[src/rtl/backoff_pkg.sv]
package backoff_pkg;

  typedef enum logic [1:0] {
    ST_IDLE  = 2'd0,
    ST_OFFER = 2'd1,
    ST_WAIT  = 2'd2
  } bo_state_e;

  // Bits needed to hold a value that may reach twice the cap
  function automatic int value_width(input int cap);
    return $clog2(cap) + 2;
  endfunction

endpackage

[src/rtl/backoff_value.sv]
// Holds the exponential backoff value: restart to the initial setting,
// doubling on each accepted failure until the cap has been passed.
module backoff_value #(
  parameter int INIT_VAL = 1,
  parameter int LIMIT    = 4096,
  parameter int VAL_W    = 14
) (
  input  logic             clk,
  input  logic             rst_n,
  input  logic             restart,
  input  logic             advance,
  output logic [VAL_W-1:0] value
);
  localparam logic [VAL_W-1:0] INIT_V  = VAL_W'(INIT_VAL);
  localparam logic [VAL_W-1:0] LIMIT_V = VAL_W'(LIMIT);

  logic [VAL_W-1:0] next_value;
  logic             may_grow;

  assign may_grow = (value <= LIMIT_V);

  always_comb begin
    next_value = value;
    if (restart)
      next_value = INIT_V;
    else if (advance && may_grow)
      next_value = {value[VAL_W-2:0], 1'b0};
  end

  always_ff @(posedge clk) begin
    if (!rst_n) value <= INIT_V;
    else        value <= next_value;
  end
endmodule

[src/rtl/stall_scaler.sv]
// Turns backoff units into a cycle count by a fixed left shift.
module stall_scaler #(
  parameter int VAL_W = 14,
  parameter int SHIFT = 7,
  localparam int CNT_W = VAL_W + SHIFT
) (
  input  logic [VAL_W-1:0] units,
  output logic [CNT_W-1:0] cycles
);
  genvar b;
  generate
    for (b = 0; b < CNT_W; b++) begin : g_bit
      if (b < SHIFT) begin : g_zero
        assign cycles[b] = 1'b0;
      end else begin : g_copy
        assign cycles[b] = units[b-SHIFT];
      end
    end
  endgenerate
endmodule

[src/rtl/stall_sequencer.sv]
// Accepts a failure, offers one stall request on a valid/ready channel,
// then waits for the done pulse.
module stall_sequencer
  import backoff_pkg::*;
#(
  parameter int CNT_W = 21
) (
  input  logic             clk,
  input  logic             rst_n,
  input  logic             fail_i,
  input  logic             success_i,
  input  logic             stall_ready_i,
  input  logic             stall_done_i,
  input  logic [CNT_W-1:0] cycles_in,
  output logic             accept_o,
  output logic             stall_valid_o,
  output logic [CNT_W-1:0] stall_cycles_o,
  output logic             busy_o
);
  bo_state_e state, state_nx;
  logic [CNT_W-1:0] cnt_q;

  assign accept_o = (state == ST_IDLE) && fail_i && !success_i;

  always_comb begin
    state_nx = state;
    unique case (state)
      ST_IDLE:  if (accept_o)      state_nx = ST_OFFER;
      ST_OFFER: if (stall_ready_i) state_nx = ST_WAIT;
      ST_WAIT:  if (stall_done_i)  state_nx = ST_IDLE;
      default:                     state_nx = ST_IDLE;
    endcase
  end

  always_ff @(posedge clk) begin
    if (!rst_n) begin
      state <= ST_IDLE;
      cnt_q <= '0;
    end else begin
      state <= state_nx;
      if (accept_o) cnt_q <= cycles_in;
    end
  end

  assign stall_valid_o  = (state == ST_OFFER);
  assign stall_cycles_o = cnt_q;
  assign busy_o         = (state != ST_IDLE);
endmodule

[src/rtl/backoff_retry_ctrl.sv]
module backoff_retry_ctrl #(
  parameter int INIT_VAL = 1,
  parameter int LIMIT    = 4096,
  parameter int SHIFT    = 7,
  localparam int VAL_W   = backoff_pkg::value_width(LIMIT),
  localparam int CNT_W   = VAL_W + SHIFT
) (
  input  logic             clk,
  input  logic             rst_n,
  input  logic             fail_i,
  input  logic             success_i,
  output logic             stall_valid_o,
  input  logic             stall_ready_i,
  output logic [CNT_W-1:0] stall_cycles_o,
  input  logic             stall_done_i,
  output logic             busy_o
);
  logic [VAL_W-1:0] value;
  logic [CNT_W-1:0] scaled;
  logic             accept;

  backoff_value #(.INIT_VAL(INIT_VAL), .LIMIT(LIMIT), .VAL_W(VAL_W)) u_value (
    .clk     (clk),
    .rst_n   (rst_n),
    .restart (success_i),
    .advance (accept),
    .value   (value)
  );

  stall_scaler #(.VAL_W(VAL_W), .SHIFT(SHIFT)) u_scale (
    .units  (value),
    .cycles (scaled)
  );

  stall_sequencer #(.CNT_W(CNT_W)) u_seq (
    .clk            (clk),
    .rst_n          (rst_n),
    .fail_i         (fail_i),
    .success_i      (success_i),
    .stall_ready_i  (stall_ready_i),
    .stall_done_i   (stall_done_i),
    .cycles_in      (scaled),
    .accept_o       (accept),
    .stall_valid_o  (stall_valid_o),
    .stall_cycles_o (stall_cycles_o),
    .busy_o         (busy_o)
  );
endmodule

[config.mk]
export PLATFORM = sky130hd
export DESIGN_NAME = backoff_retry_ctrl
export DESIGN_NICKNAME = d
export VERILOG_FILES = /design/src/rtl/backoff_pkg.sv /design/src/rtl/backoff_value.sv /design/src/rtl/stall_scaler.sv /design/src/rtl/stall_sequencer.sv /design/src/rtl/backoff_retry_ctrl.sv
export SDC_FILE = /design/constraint.sdc
export NUM_CORES = 1
export LEC_CHECK = 0
export ABC_CLOCK_PERIOD_IN_PS = 4350
export BUFFER_PORTS_ARGS = -buffer_cell sky130_fd_sc_hd__buf_4
export CAP_MARGIN = 20
export CORE_UTILIZATION = 48
export CTS_CLUSTER_DIAMETER = 40
export DETAILED_ROUTE_END_ITERATION = 10
export GPL_TIMING_DRIVEN = 0
export PLACE_DENSITY = 0.68
export SLEW_MARGIN = 0
export SYNTH_ARGS = -nofsm -noshare
export SYNTH_HDL_FRONTEND = slang
export SYNTH_SLANG_ARGS = --single-unit
[constraint.sdc]
create_clock -name clk -period 4.35 [get_ports clk]
set_input_delay 0.2175 -clock clk [delete_from_list [all_inputs] [get_ports clk]]
set_output_delay 0.2175 -clock clk [all_outputs]
set_load 0.01 [all_outputs]
---- Word-level counts from Yosys, hierarchy flattened ----
Index checks and enable logic that the tools add are counted.
word-level totals
  output and inout port bits .............. 23
  logic and storage cells ................. 22
  bits of input ports ..................... 6
  flip-flop bits (word level) ............. 30
operators by class
  reductions and logical operators ........ 8
  eq/ne operators ......................... 5
  bitwise gates (word level) .............. 1
  mux-type cells .......................... 4
  magnitude comparators ................... 1
operator list
  cell                                                                                 count
  14-bit by 13-bit less-or-equal comparator with 1-bit output (second input constant)  1
  2-bit two-way mux                                                                    3
  2-bit one-hot mux with 3 select lines                                                1
  2-bit inequality test (second input constant)                                        2
  1-bit logical AND                                                                    3
  3-bit AND reduction                                                                  1
  2-bit by 1-bit equality test with 1-bit output (second input constant)               1
  2-bit equality test (second input constant)                                          1
  2-bit zero test                                                                      1
  2-bit by 1-bit inequality test with 1-bit output (second input constant)             1
  2-bit nonzero test                                                                   1
  2-bit OR reduction                                                                   1
  1-bit zero test                                                                      1
  1-bit NOT                                                                            1

---- Logic depth before layout (Yosys ltp) ----
  depth after elaboration ................. 5
  depth in mapped cells ................... 5
  depth with buffers taken out ............ 4

---- Cells and area by module ----
Synthesis repeated with hierarchy kept, for this count alone.
second synthesis, totals
  cells, all modules ...................... 197
  area total of the unflattened synthesis .. 1729.2 µm²
by module, submodules not included
  module           area each (µm²)  cells an instance  times used  sequential area each (µm²)
  stall_sequencer  944.7            101                1           460.4
  backoff_value    623.1            74                 1           280.3
  stall_scaler     161.4            22                 1           0.0

---- Worst setup path after synthesis ----
No wires, ideal clock.
  path kind ............................... register -> register
  from .................................... register u_seq.state[1]
  to ...................................... register u_value.value[0]
  required time ........................... 4.220 ns
  setup time .............................. 0.130 ns
  clock period less this slack ............ 1.529 ns
  stages on the path, launching flop included .. 6
  arrival time ............................ 1.399 ns
  setup slack ............................. 2.821 ns
  cells stage by stage .................... dfxtp_1 > or4b_4 > buf_6 > buf_6 > o31ai_1 > nand2_1
between the ends
  longest elaborated chain between the ends .. 4
ends and longest elaborated chain
  what                             RTL line               RTL
  start: declaration               stall_sequencer.sv:20  bo_state_e state, state_nx;
  start signal: assignment         stall_sequencer.sv:40  state <= state_nx;
  2-bit zero test                  stall_sequencer.sv:23  assign accept_o = (state == ST_IDLE) && fail_i && !success_i;
  1-bit logical AND (2 in series)  stall_sequencer.sv:23
  1-bit logical AND                backoff_value.sv:26    else if (advance && may_grow)
  end signal: assignment           backoff_value.sv:32    else value <= next_value;
  end: declaration                 backoff_value.sv:12    output logic [VAL_W-1:0] value
No other way between the ends.
A chain may end at the register's enable or synchronous reset.

---- Worst setup path in the final report ----
  from .................................... register u_seq.state[1]
  to ...................................... register u_seq.cnt_q[14] (netlist: u_seq.stall_cycles_o[14])
between the ends
  longest elaborated chain between the ends .. 3
ends and longest elaborated chain
  what                             RTL line               RTL
  2-bit zero test                  stall_sequencer.sv:23
  1-bit logical AND (2 in series)  stall_sequencer.sv:23
  end signal: assignment           stall_sequencer.sv:41  if (accept_o) cnt_q <= cycles_in;
  end: declaration                 stall_sequencer.sv:21  logic [CNT_W-1:0] cnt_q;
No other way between the ends.

==> flow_metrics.tcl <==
set metrics [dict create \
    status "finished, final reports clean" \
    rows 18 \
    yosys-top-cells-area "dfxtp_1, nand2_1, a32oi_1, a21boi_0, buf_4" \
    routedLengthMet1_um 1210 \
    async_flop_share_pct 0 \
    areaGrowthSynthToFinish_pct 20.3 \
    gp_congestion 0.792 \
    die_h_um 53.9 \
    finClkSkew_ps 11.0 \
    n_antenna_cell 0 \
    cts_setup_buffers 0 \
    cts_resized 0 \
    synth_area_leader_cell "dfxtp_1" \
    cts_buffers 5 \
    first_iter_violations 17 \
    cp.arrival_ps 1960 \
    grt_pass1_vias 960 \
    fp.dieArea_um2 2910 \
    path_clk_slew_ps 90 \
    path_cells "nor4b_2 -> clkbuf_1 -> nand2_1 -> a21boi_0" \
    path_max_fanout 10 \
    synth_seq_cells 30 \
    core_area_um2 2520 \
    wl_met2_um 1210 \
    setup_tns_ps 0 \
    route.met3.wl_um 110 \
    dp_hpwl_um 1790 \
    critical_path_class "reg2reg" \
    endpoint "u_seq.stall_cycles_o[14]" \
    n_fill_cell 236 \
    max_stage_delay_ps 580 \
    maxCapViolCount 0 \
    dp_cells 201 \
    crit_required_ps 4610 \
    vias_per_cell 5.19 \
    overflow 0 \
    cp_top_family "simple AND/OR/NAND/NOR gates" \
    yosys.cell_count.top_type "dfxtp_1" \
    p_per_area_nw_per_um2 303 \
    power.leakage_nw 0.575 \
    routedWlPerCell_um 12.4 \
    drt_wl_total_um 2580 \
    fin_cells 208 \
    pin_count 29 \
    maxUsedRoutingLayer "met4" \
    final_hold_viol_count 0 \
    route.detailed.drc 0 \
    rsz0062_at_grt "no" \
    drive_above_1_share_pct 23.6 \
    multi_input_area_um2 562 \
    antenna_found_initial 0 \
    grt_pass1_wl_um 4330 \
    avgSynthCellArea_um2 8.98 \
    yosysWarnings 0 \
    clk_path_buf_depth 2 \
    critPathLaunch "u_seq.state[1]" \
    cts.sinks 30 \
    ys_seq_area_share_pct 46.4 \
    layout.nets 184 \
    final.setup.worst_slack_ps 2660 \
    path_buf_inv 1 \
    end_kind "flop" \
    period_minus_slack_ps 1690 \
    firstDrtPassIters 4 \
    regToRegStartpoint "u_seq.state[1]" \
    regToRegSetupSlack_ps 2660 \
    max-vdd-ir-drop_mv 0.222 \
    slew_headroom_pct 61.2 \
    ff_latch_area_um2 601 \
    yosysTopAreaCellShare_pct 46.4 \
    worst-path-stages 4 \
    timing.fmax_ghz 0.591 \
    clkLatencyLatePin_ps 330 \
    clockRootBuffer "clkbuf_4" \
    finalMaxSlewViolations 0 \
    num_vias 1079 \
    synth_commonest_cells "dfxtp_1, nand2_1, a21boi_0" \
    grt_max_degree 11 \
    max_slew.worst_pin.slew_ps 580 \
    die_w_um 53.9 \
    numPortBuffers 21 \
    crit_path_top_delay_cell "nor4b_2" \
    place_ws_ps 2610 \
    synth_edf_count 0 \
    p_total_mw 0.472 \
    synth_cells 144 \
    reg2regPathDepth 4 \
    cp-start-kind "flop" \
    reg2reg_to "u_seq.stall_cycles_o[14]" \
    grt_use_total_pct 21.6 \
    setup_viol 0 \
    holdCritPathClass "in2reg" \
    tritoncts "done" \
    ys_types 25 \
    drtAntennaViolNets 0 \
    initial_core_util_pct 51.3 \
    ys.flop_type "dfxtp_1" \
    netlist_area_um2 1290 \
    cts_hold_buffers 0 \
    h-tree-depth 2 \
    fin_crit_sh_pct 38.9 \
]
## kinds of logic (layout without fill, tap and decap cells)
logic type	after synthesis	in the layout	synth area share, %
DFF	30	30	46.4
AOI/OAI and AO/OA	42	42	23.4
buffers and inverters	26	54	11.9
and+or+nand+nor	45	45	18.0
other	1	7	0.290
## stage by stage
stage	hold slack, ps	util [%]	area, um^2
after global routing	180	61.7	1560
after CTS	181	61.7	1560
after detailed placement	452	59.9	1510
after floorplan	371	-	1320
after global placement	443	59.9	1510
final	178	61.7	1560
## layout make-up
| cell class | count | area share (%) |
|---|---|---|
| buffer | 15 | 7.23 |
| inverter | 11 | 2.65 |
| sequential | 30 | 38.6 |
| timing repair buffer | 21 | 10.1 |
| multi-input combinational | 94 | 36.1 |
| clock buffer | 7 | 2.89 |
| tap | 30 | 2.41 |
## layer usage
metal  track usage [%]  up-vias
met5                 0        -
met3              6.21        9
met1              25.3      491
met4              11.8        0
met2              35.2       24
li1                  -      555
## where the power goes
group	leakage [nW]	internal (mW)	total, mW	switching, mW
logic	0.307	0.0208	0.0432	0.0224
registers	0.242	0.277	0.279	0.00254
clock network	0.0254	0.0608	0.150	0.0892
## layout by cell type (no fill, tap or decap)
cell type / synthesis / layout
o21ai_0: 2 / 2
a32oi_1: 11 / 11
o31ai_1: 1 / 1
o21ai_1: 10 / 10
o21a_1: 2 / 2
buf_6: 4 / 4
clkbuf_4: 0 / 5
nor4b_4: 1 / 1
inv_1: 11 / 11
conb_1: 1 / 7
nor4b_2: 1 / 1
nand4_1: 1 / 1
or4b_4: 1 / 1
nor3_1: 2 / 2
dfxtp_1: 30 / 30
o221a_2: 1 / 1
nor2b_1: 4 / 4
nor2_1: 3 / 3
a21boi_1: 2 / 2
or2_2: 1 / 1
nor4_1: 2 / 2
a21boi_0: 12 / 12
a22oi_1: 1 / 1
buf_4: 7 / 28
clkbuf_1: 4 / 6
nand2_1: 29 / 29
## flip-flops by register name (all words and copies together), names as in the netlist
name,count
u_seq.stall_cycles_o,14
u_seq.state,2
u_value.value,14
## worst min path at each step
stage | startpoint | endpoint | slack, ps | cells past startpoint
after floorplan | rst_n | u_seq.stall_cycles_o[10] | 370 | 1
after global placement | u_seq.stall_cycles_o[18] | u_seq.stall_cycles_o[18] | 440 | 2
after detailed placement | u_seq.stall_cycles_o[18] | u_seq.stall_cycles_o[18] | 450 | 2
after CTS | stall_ready_i | u_seq.state[1] | 180 | 3
after global routing | rst_n | u_seq.stall_cycles_o[15] | 180 | 2
final | stall_ready_i | u_seq.state[1] | 180 | 3
## worst reg2reg max path: cells and delay by family (launching register included)
family	cells	cell delay, ps
AO/OA/AOI/OAI	1	170
buffers and inverters	1	420
flip-flops	1	360
AND/OR/NAND/NOR	2	690
Power figures use the tool's default switching activity.
